<file path="src/rtl/lsr_pkg.sv">
package lsr_pkg;
   // Lane numbering of the synchronized input vector. The lanes that feed
   // the any-change detector and the rising-edge detector must be contiguous.
   localparam int LN_INC   = 0;
   localparam int LN_DEC   = 1;
   localparam int LN_EN    = 2;
   localparam int LN_FORCE = 3;
   localparam int LN_HCLK  = 4;
   localparam int LN_OCLK  = 5;
   localparam int LN_ACK   = 6;
   localparam int LN_GATE  = 7;
   localparam int LN_SIN   = 8;
   localparam int LN_COUNT = 9;
endpackage

</file>
<file path="src/rtl/lsr_sync.sv">
module lsr_sync #(
   parameter int WIDTH  = 1,
   parameter int STAGES = 2
) (
   input  logic             clk,
   input  logic             rst,
   input  logic [WIDTH-1:0] din,
   output logic [WIDTH-1:0] lvl
);
   generate
      if (STAGES < 2) begin : g_bad_stages
         $error("lsr_sync: STAGES must be at least 2");
      end
      if (WIDTH < 1) begin : g_bad_width
         $error("lsr_sync: WIDTH must be at least 1");
      end
   endgenerate

   genvar gi;
   generate
      for (gi = 0; gi < WIDTH; gi++) begin : g_lane
         logic [STAGES-1:0] chain;
         always_ff @(posedge clk) begin
            if (rst) begin
               chain <= {STAGES{din[gi]}};
            end else begin
               chain <= {chain[STAGES-2:0], din[gi]};
            end
         end
         assign lvl[gi] = chain[STAGES-1];
      end
   endgenerate
endmodule

</file>
<file path="src/rtl/lsr_edge.sv">
module lsr_edge #(
   parameter int WIDTH     = 1,
   parameter bit RISE_ONLY = 1'b0
) (
   input  logic             clk,
   input  logic             rst,
   input  logic [WIDTH-1:0] seed,
   input  logic [WIDTH-1:0] lvl,
   output logic [WIDTH-1:0] ev
);
   logic [WIDTH-1:0] hist;

   always_ff @(posedge clk) begin
      if (rst) begin
         hist <= seed;
      end else begin
         hist <= lvl;
      end
   end

   generate
      if (RISE_ONLY) begin : g_rise
         assign ev = lvl & ~hist;
      end else begin : g_any
         assign ev = lvl ^ hist;
      end
   endgenerate
endmodule

</file>
<file path="src/rtl/lsr_capture_shift.sv">
module lsr_capture_shift #(
   parameter int WIDTH     = 8,
   parameter bit MSB_FIRST = 1'b1
) (
   input  logic             clk,
   input  logic             rst,
   input  logic             load,
   input  logic [WIDTH-1:0] pvec,
   input  logic             shift,
   input  logic             sin,
   output logic             sout
);
   logic [WIDTH-1:0] q_r;
   logic [WIDTH-1:0] shifted;

   generate
      if (WIDTH < 2) begin : g_bad_width
         $error("lsr_capture_shift: WIDTH must be at least 2");
      end
      if (MSB_FIRST) begin : g_msb
         assign shifted = {q_r[WIDTH-2:0], sin};
         assign sout    = q_r[WIDTH-1];
         AST_SHIFT_ORDER: assert property (@(posedge clk) disable iff (rst)
            (shift && !load) |=> (q_r[WIDTH-1:1] == $past(q_r[WIDTH-2:0]) && q_r[0] == $past(sin)));
      end else begin : g_lsb
         assign shifted = {sin, q_r[WIDTH-1:1]};
         assign sout    = q_r[0];
         AST_SHIFT_ORDER: assert property (@(posedge clk) disable iff (rst)
            (shift && !load) |=> (q_r[WIDTH-2:0] == $past(q_r[WIDTH-1:1]) && q_r[WIDTH-1] == $past(sin)));
      end
   endgenerate

   // A snapshot takes priority over a shift in the same cycle.
   always_ff @(posedge clk) begin
      if (rst) begin
         q_r <= '0;
      end else if (load) begin
         q_r <= pvec;
      end else if (shift) begin
         q_r <= shifted;
      end
   end

   AST_LOAD_WINS: assert property (@(posedge clk) disable iff (rst)
      load |=> (q_r == $past(pvec)));
   AST_IDLE_HOLD: assert property (@(posedge clk) disable iff (rst)
      (!load && !shift) |=> $stable(q_r));
   AST_RESET_CLEAR: assert property (@(posedge clk)
      rst |=> (q_r == '0));
endmodule

</file>
<file path="src/rtl/lsr_irq_flag.sv">
module lsr_irq_flag (
   input  logic clk,
   input  logic rst,
   input  logic set_req,
   input  logic clr_req,
   output logic flag
);
   // A set outranks a clear so that no lock event is lost.
   always_ff @(posedge clk) begin
      if (rst) begin
         flag <= 1'b0;
      end else if (set_req) begin
         flag <= 1'b1;
      end else if (clr_req) begin
         flag <= 1'b0;
      end
   end

   AST_SET_WINS: assert property (@(posedge clk) disable iff (rst)
      set_req |=> flag);
   AST_ACK_CLEARS: assert property (@(posedge clk) disable iff (rst)
      (!set_req && clr_req) |=> !flag);
   AST_FLAG_HOLDS: assert property (@(posedge clk) disable iff (rst)
      (!set_req && !clr_req) |=> $stable(flag));
endmodule

</file>
<file path="src/rtl/lock_irq_reporter.sv">
module lock_irq_reporter
   import lsr_pkg::*;
#(
   parameter int SYNC_STAGES = 2,
   parameter int STAT_W      = 8,
   parameter int DEC_BIT     = 7,
   parameter int INC_BIT     = 6,
   parameter int ID_BIT      = 4,
   parameter bit MSB_FIRST   = 1'b1
) (
   input  logic clk,
   input  logic rst,
   input  logic lock_inc,
   input  logic lock_dec,
   input  logic irq_enable,
   input  logic force_irq,
   input  logic ack_n,
   input  logic readback_gate,
   input  logic host_sclk,
   input  logic out_sclk,
   input  logic ser_in,
   output logic ser_out,
   output logic irq_n
);
   localparam int NLANE  = LN_COUNT;
   localparam int NCHG   = LN_EN - LN_INC + 1;
   localparam int NRISE  = LN_OCLK - LN_FORCE + 1;

   generate
      if (STAT_W < 3) begin : g_bad_w
         $error("lock_irq_reporter: STAT_W must be at least 3");
      end
      if (DEC_BIT >= STAT_W || INC_BIT >= STAT_W || ID_BIT >= STAT_W) begin : g_bad_pos
         $error("lock_irq_reporter: field position outside the status register");
      end
      if (DEC_BIT == INC_BIT || DEC_BIT == ID_BIT || INC_BIT == ID_BIT) begin : g_dup_pos
         $error("lock_irq_reporter: field positions must be distinct");
      end
   endgenerate

   logic [NLANE-1:0] raw;
   logic [NLANE-1:0] lvl;
   logic [NCHG-1:0]  chg;
   logic [NRISE-1:0] rise;

   assign raw[LN_INC]   = lock_inc;
   assign raw[LN_DEC]   = lock_dec;
   assign raw[LN_EN]    = irq_enable;
   assign raw[LN_FORCE] = force_irq;
   assign raw[LN_HCLK]  = host_sclk;
   assign raw[LN_OCLK]  = out_sclk;
   assign raw[LN_ACK]   = ack_n;
   assign raw[LN_GATE]  = readback_gate;
   assign raw[LN_SIN]   = ser_in;

   lsr_sync #(.WIDTH(NLANE), .STAGES(SYNC_STAGES)) u_sync (
      .clk (clk),
      .rst (rst),
      .din (raw),
      .lvl (lvl)
   );

   lsr_edge #(.WIDTH(NCHG), .RISE_ONLY(1'b0)) u_chg (
      .clk  (clk),
      .rst  (rst),
      .seed (raw[LN_EN:LN_INC]),
      .lvl  (lvl[LN_EN:LN_INC]),
      .ev   (chg)
   );

   lsr_edge #(.WIDTH(NRISE), .RISE_ONLY(1'b1)) u_rise (
      .clk  (clk),
      .rst  (rst),
      .seed (raw[LN_OCLK:LN_FORCE]),
      .lvl  (lvl[LN_OCLK:LN_FORCE]),
      .ev   (rise)
   );

   logic lock_chg, en_chg, snap, irq_set, irq_clr, shift_en, irq_flag;
   logic [STAT_W-1:0] pvec;

   assign lock_chg = chg[LN_INC - LN_INC] | chg[LN_DEC - LN_INC];
   assign en_chg   = chg[LN_EN - LN_INC];
   assign snap     = lock_chg | en_chg;
   assign irq_set  = (lock_chg & lvl[LN_EN]) | rise[LN_FORCE - LN_FORCE];
   assign irq_clr  = ~lvl[LN_ACK];
   assign shift_en = (rise[LN_HCLK - LN_FORCE] & ~lvl[LN_ACK])
                   | (rise[LN_OCLK - LN_FORCE] & lvl[LN_GATE]);

   always_comb begin
      pvec          = '0;
      pvec[DEC_BIT] = lvl[LN_DEC];
      pvec[INC_BIT] = lvl[LN_INC];
      pvec[ID_BIT]  = 1'b1;
   end

   lsr_capture_shift #(.WIDTH(STAT_W), .MSB_FIRST(MSB_FIRST)) u_reg (
      .clk   (clk),
      .rst   (rst),
      .load  (snap),
      .pvec  (pvec),
      .shift (shift_en),
      .sin   (lvl[LN_SIN]),
      .sout  (ser_out)
   );

   lsr_irq_flag u_flag (
      .clk     (clk),
      .rst     (rst),
      .set_req (irq_set),
      .clr_req (irq_clr),
      .flag    (irq_flag)
   );

   assign irq_n = ~irq_flag;

   AST_IRQ_ON_LOCK: assert property (@(posedge clk) disable iff (rst)
      (lock_chg && lvl[LN_EN]) |=> !irq_n);
   AST_EN_EDGE_QUIET: assert property (@(posedge clk) disable iff (rst)
      (en_chg && !lock_chg && !rise[LN_FORCE - LN_FORCE] && irq_n) |=> irq_n);
   AST_RESET_IDLE: assert property (@(posedge clk)
      rst |=> irq_n);
endmodule

</file>
<file path="config.mk">
export PLATFORM = sky130hd
export DESIGN_NAME = lock_irq_reporter
export DESIGN_NICKNAME = d
export VERILOG_FILES = /design/src/rtl/lsr_pkg.sv /design/src/rtl/lsr_sync.sv /design/src/rtl/lsr_edge.sv /design/src/rtl/lsr_capture_shift.sv /design/src/rtl/lsr_irq_flag.sv /design/src/rtl/lock_irq_reporter.sv
export SDC_FILE = /design/constraint.sdc
export NUM_CORES = 1
export LEC_CHECK = 0
export CAP_MARGIN = 10
export CELL_PAD_IN_SITES_DETAIL_PLACEMENT = 0
export CELL_PAD_IN_SITES_GLOBAL_PLACEMENT = 1
export CORE_ASPECT_RATIO = 0.8
export CORE_MARGIN = 8
export CORE_UTILIZATION = 47
export CTS_CLUSTER_SIZE = 25
export DETAILED_ROUTE_END_ITERATION = 10
export GPL_TIMING_DRIVEN = 1
export PLACE_DENSITY_LB_ADDON = 0.1
export RECOVER_POWER = 100
export REMOVE_ABC_BUFFERS = 1
export SLEW_MARGIN = 20
export SYNTH_ARGS = -nofsm -noshare
export SYNTH_HDL_FRONTEND = slang
export SYNTH_HIERARCHICAL = 1
export SYNTH_SLANG_ARGS = --single-unit
</file>
<file path="constraint.sdc">
create_clock -name clk -period 2.7 [get_ports clk]
set_clock_uncertainty 0.1 [all_clocks]
set_input_delay 0.405 -clock clk [delete_from_list [all_inputs] [get_ports clk]]
set_output_delay 0.405 -clock clk [all_outputs]
set_load 0.05 [all_outputs]
</file>
# Word level (Yosys, flattened, before mapping)
# Index checks and enable logic that the tools add are counted.
dict set report word_totals {
  ff_bits 33
  output_inout_bits 2
  wordCells 44
}
dict set report op_classes {
  eq_ne 1
  n_mux 15
  bitwise_logic 12
  n_reduce_logical 2
}
# operator n
set ops {}
lappend ops {{2-to-1 mux 2 bit} 9}
lappend ops {{2-to-1 mux 8 bit} 2}
lappend ops {{2-to-1 mux 3 bit} 2}
lappend ops {{bitwise OR 1 bit} 4}
lappend ops {{bitwise AND 1 bit} 3}
lappend ops {{bitwise AND 3 bit} 1}
lappend ops {{NOT 3 bit} 1}
lappend ops {{XOR 3 bit} 1}
lappend ops {{2-to-1 mux 1 bit} 2}
lappend ops {{!= test 2 bit (second input constant)} 1}
lappend ops {{NOT 1 bit} 2}
lappend ops {{nonzero test 2 bit} 1}
lappend ops {{OR reduction 2 bit} 1}

# Logic depth before layout (Yosys ltp)
dict set report logic_depth {
  ltp_word 6
  ltp_mapped 6
}

# Modules after synthesis
# Netlist, hierarchy kept.
# module instances cells_each area_per_inst_um2 seq_area_each_um2
set by_module_without_submodules {}
lappend by_module_without_submodules {lsr_sync 1 37 574.3 360.3}
lappend by_module_without_submodules {lsr_capture_shift 1 35 369.1 160.2}
lappend by_module_without_submodules {{lsr_edge at u_chg} 1 9 120.1 60.1}
lappend by_module_without_submodules {{lsr_edge at u_rise} 1 9 112.6 60.1}
lappend by_module_without_submodules {lock_irq_reporter 1 8 41.3 0.0}
lappend by_module_without_submodules {lsr_irq_flag 1 4 38.8 20.0}

# Least setup slack after synthesis
# No wires, ideal clock.
dict set report synth_path {
  path_kind {register to register}
  from {reg u_sync.g_lane[1].chain[1]}
  to {reg u_reg.q_r[7]}
  setup_time_ps 86
  arrival_ps 1313
  required_ps 2514
  path_slack_ps 1202
  stages_incl_launch_ff 6
  path_buffers 1
  path_cell_list {dfxtp_1 -> buf_4 -> xor2_1 -> or3_1 -> nor2b_1 -> a211oi_1}
}
dict set report synth_between {
  elab_chain_cells 4
  word_cells_on_any_way 5
  classes_between {mux: 1; bitwise: 3; reduce/logical: 1}
}
# element line_no
set synth_lines {}
lappend synth_lines {{start, declared} lsr_sync.sv:22} ;# logic [STAGES-1:0] chain;
lappend synth_lines {{start signal, assigned} lsr_sync.sv:25} ;# chain <= {STAGES{din[gi]}};
lappend synth_lines {{start signal, assigned} lsr_sync.sv:27} ;# chain <= {chain[STAGES-2:0], din[gi]};
lappend synth_lines {{XOR 3 bit (*)} lsr_edge.sv:25} ;# assign ev = lvl ^ hist;
lappend synth_lines {{named net chg[1]} lock_irq_reporter.sv:43} ;# logic [NCHG-1:0] chg;
lappend synth_lines {{bitwise OR 1 bit (*)} lock_irq_reporter.sv:82} ;# assign lock_chg = chg[LN_INC - LN_INC] | chg[LN_DEC - LN_INC];
lappend synth_lines {{bitwise OR 1 bit (*)} lock_irq_reporter.sv:84} ;# assign snap = lock_chg | en_chg;
lappend synth_lines {{named net snap} lock_irq_reporter.sv:79} ;# logic lock_chg, en_chg, snap, irq_set, irq_clr, shift_en, irq_flag;
lappend synth_lines {{2-to-1 mux 8 bit / nonzero test 2 bit (equally long branches)} --}
lappend synth_lines {{end signal, assigned} lsr_capture_shift.sv:38} ;# q_r <= pvec;
lappend synth_lines {{end signal, assigned} lsr_capture_shift.sv:40} ;# q_r <= shifted;
lappend synth_lines {{end, declared} lsr_capture_shift.sv:13} ;# logic [WIDTH-1:0] q_r;
# The timed path passes the listed nets; every way through them passes the cells marked *.
# A chain may end at the register's enable or synchronous reset.

# Worst setup path in the final report
dict set report layout_path {
  from {in rst}
  to {reg u_rise.hist[0]}
}
dict set report layout_between {
  elab_chain_cells 1
}
# element line_no
set layout_lines {}
lappend layout_lines {{start, declared} lock_irq_reporter.sv:12} ;# input logic rst,
lappend layout_lines {{2-to-1 mux 3 bit} lsr_edge.sv:14} ;# if (rst) begin
lappend layout_lines {{end signal, assigned} lsr_edge.sv:17} ;# hist <= lvl;
lappend layout_lines {{end, declared} lsr_edge.sv:11} ;# logic [WIDTH-1:0] hist;
# No other way between the ends.

==> metrics.md <==
| Metric | Value |
|---|---|
| Main flop type after synthesis | `dfxtp_1` |
| Crit-path slowest cell | `clkbuf_1` |
| Post-layout nets | `125` |
| Max Freq | `0.469 GHz` |
| Clk buf depth | `2` |
| TritonRoute pass-1 iters | `2` |
| I/O pin count | `13` |
| CTS Hold Bufs | `0` |
| Core area | `0.00250 mm²` |
| Clock slew at reported path FFs | `0.09 ns` |
| Crit path buf inv count | `2` |
| Seq pwr share | `0.521` |
| Switch Pwr | `234 µW` |
| Mapped Area | `0.00126 mm²` |
| Layout cell share with drive strength beyond 1 | `0.130` |
| Root Buffer Master | `clkbuf_4` |
| Worst path arrival time | `2.25 ns` |
| Internal power | `813 µW` |
| CTS resizes | `0` |
| CTS Buf Count | `5` |
| DRT antenna net count | `0` |
| Clk pwr share | `0.358` |
| Most instantiated cells after synthesis | `dfxtp_1 (33), nor2b_1 (11), buf_4 (9), mux2_4 (9)` |
| GRT Util Overall | `0.0869` |
| Power per cell area | `749 mW/mm²` |
| CP top delay family | `buffers and inverters` |
| Setup Viol. Count Final | `0` |
| Status | `completed` |
| Start-to-end type of the worst setup path | `input pin to register` |
| Hpwl dp | `1.22 mm` |
| Switching share of power | `0.224` |
| Rows | `16` |
| N_diodes | `0` |
| CP cell instances | `dlygate4sd3_1 > clkbuf_1 > mux2_2` |
| Crit. End Element | `register` |
| Initial DRC Count | `19` |
| Share of the synthesized area in the top cell type | `0.526` |
| Grt peak-use layer | `met2` |
| Area growth, synth to finish | `11.3%` |
| Distinct cells, synth | `18` |
| Initial antenna violation count | `0` |
| Reg2reg setup slack | `1.10 ns` |
| Slew Limit Headroom | `0.191` |
| Met3 Use GR | `0.0449` |
| Unrepaired setup endpoints after global routing | `no` |
| CP peak stage delay | `0.89 ns` |
| Fin crit period | `2.13 ns` |
| H-tree levels | `2` |
| Avg WL per Cell | `11.9 µm` |
| Vias in the first global route | `714` |
| Vias/cell | `4.66` |
| Clk sink count | `33` |
| Worst slew pin tran | `1.21 ns` |
| Setup repair bufs after CTS | `0` |
| Area leader, netlist | `dfxtp_1` |
| Initial core utilization | `0.502` |
| Post-synthesis async set-or-reset flop share | `0` |
| Die height | `62.2 µm` |
| Routing usage on met1 | `0.0960` |
| Power share of the combinational group | `0.121` |
| Clock Latency Late Sink | `0.32 ns` |
| CTS tree | `done` |
| Cells after synthesis | `102` |
| Maximum VDD drop | `0.325 mV` |
| Max-cap viol count | `0` |
| Hold crit path type | `register to register` |
| First-pass GRT wire length | `3.07 mm` |
| Most common cell in the synthesized netlist | `dfxtp_1` |
| Required @ worst endpoint | `2.81 ns` |
| Largest net degree at the start of global routing | `25` |
| Hold Violations, Final | `0` |
| Total number of vias | `704` |
| Synth top area cells | `dfxtp_1 (53%), mux2_4 (11%), mux2i_1 (6.4%), nor2b_1 (5.5%), buf_4 (5.4%)` |
| Total grt overflow | `0` |
| Slew Viols, Final | `0` |
| Sum Neg Setup Slack | `0 ns` |
| #FFs+latches synth | `33` |
| LEAKAGE | `0.000563 µW` |
| Period utilization | `0.790` |
| Die width | `73.8 µm` |
| Critical path startpoint category | `input pin` |
| Final core utilization | `0.559` |
| GRT met2 Usage | `0.128` |
| Post-Route WL | `1.80 mm` |
| Yosys warns | `6` |
| # DRC | `0` |
| Syn_area_per_cell | `12.3 µm²` |
| Port-buffer cells | `12` |
| GP Congestion | `0.640` |
| Crit path max fanout | `24` |
| Full die area | `0.00459 mm²` |
| Register area share after synthesis | `0.526` |
| EDFF count, synth | `0` |
[final cells by class]
cell class / count / area [µm²]
multi-input combinational: 57 / 468
fill: 234 / 1100
sequential: 33 / 661
timing repair buffer: 13 / 124
inverter: 4 / 15.0
tap: 36 / 45.0
clock inverter: 1 / 30.0
clock buffer: 7 / 55.1
[metal layers]
layer  wire length, µm  vias up  part of all wire
met4                32        0             0.018
met1               859      332              0.48
met2               822       11              0.46
met5                 0        -                 0
li1                  -      356                 -
met3                88        5             0.049
[power groups by stage]
stage | Clock (µW) | Combinational, µW | Sequential (µW)
2_1_floorplan | 0 | 90.1 | 559
3_3_place_gp | 0 | 138 | 557
3_5_place_dp | 0 | 141 | 558
4_1_cts | 387 | 142 | 547
5_1_grt | 410 | 139 | 550
6_report | 375 | 126 | 546
[worst register-to-register path, cell delays in order, from the launching register on]
cell and delay, ns:
dfxtp_1 0.34, xor2_1 0.15, or3_1 0.52, nor2b_1 0.19
a211oi_1 0.21
[registers in the layout, summed over array words and instances, names as in the netlist]
register / cells
u_sync/g_lane.chain: 18
u_rise/hist: 3
u_flag/flag: 1
u_chg/hist: 3
u_reg/q_r: 8
[cells by family (layout without fill, tap and decap cells)]
| family | after synthesis | count (layout) | share of synthesized area |
|---|---|---|---|
| flip-flops | 33 | 33 | 0.526 |
| XOR/XNOR | 3 | 3 | 0.0209 |
| other | 2 | 6 | 0.00598 |
| AO/OA/AOI/OAI | 11 | 11 | 0.0657 |
| AND/OR/NAND/NOR | 14 | 14 | 0.0697 |
| multiplexers | 23 | 23 | 0.225 |
| buffers and inverters | 16 | 25 | 0.0866 |
[path summary, 6_finish.rpt]
path | cells after the start | end | startpoint
worst max-delay path | 3 | u_rise/hist[0] | rst
worst max register to register | 4 | u_reg/q_r[3] | u_sync/g_lane[1].chain[1]
worst min-delay path | 1 | u_sync/g_lane[5].chain[1] | u_sync/g_lane[5].chain[0]
worst min register to register | 1 | u_sync/g_lane[5].chain[1] | u_sync/g_lane[5].chain[0]
[stage by stage]
step                      cell area [µm²]  worst slack [ns]  power, µW  hold slack (ns)  cells
after floorplan                      1180              1.29        649            0.333     94
after global placement               1350             0.925        694            0.338    143
after detailed placement             1350             0.909        699            0.346    143
after CTS                            1440             0.689       1080            0.369    151
after global routing                 1400             0.487       1100            0.357    151
final                                1400             0.568       1050            0.345    151
[cells in the final DEF (no fill, tap or decap)]
| cell type | netlist | final |
|---|---|---|
| a211oi_1 | 8 | 8 |
| a21oi_1 | 0 | 1 |
| a22o_1 | 1 | 1 |
| bufinv_16 | 0 | 1 |
| clkbuf_1 | 0 | 2 |
| clkbuf_4 | 0 | 5 |
| clkbuf_8 | 0 | 1 |
| conb_1 | 2 | 6 |
| dfxtp_1 | 33 | 33 |
| dlygate4sd3_1 | 0 | 12 |
| inv_1 | 3 | 3 |
| inv_2 | 1 | 1 |
| mux2_1 | 0 | 8 |
| mux2_2 | 6 | 6 |
| mux2_4 | 9 | 1 |
| mux2i_1 | 8 | 8 |
| nand2b_1 | 2 | 2 |
| nor2b_1 | 11 | 11 |
| o21ai_0 | 1 | 1 |
| or3_1 | 1 | 1 |
| xor2_1 | 3 | 3 |
Power figures use the tool's default switching activity.
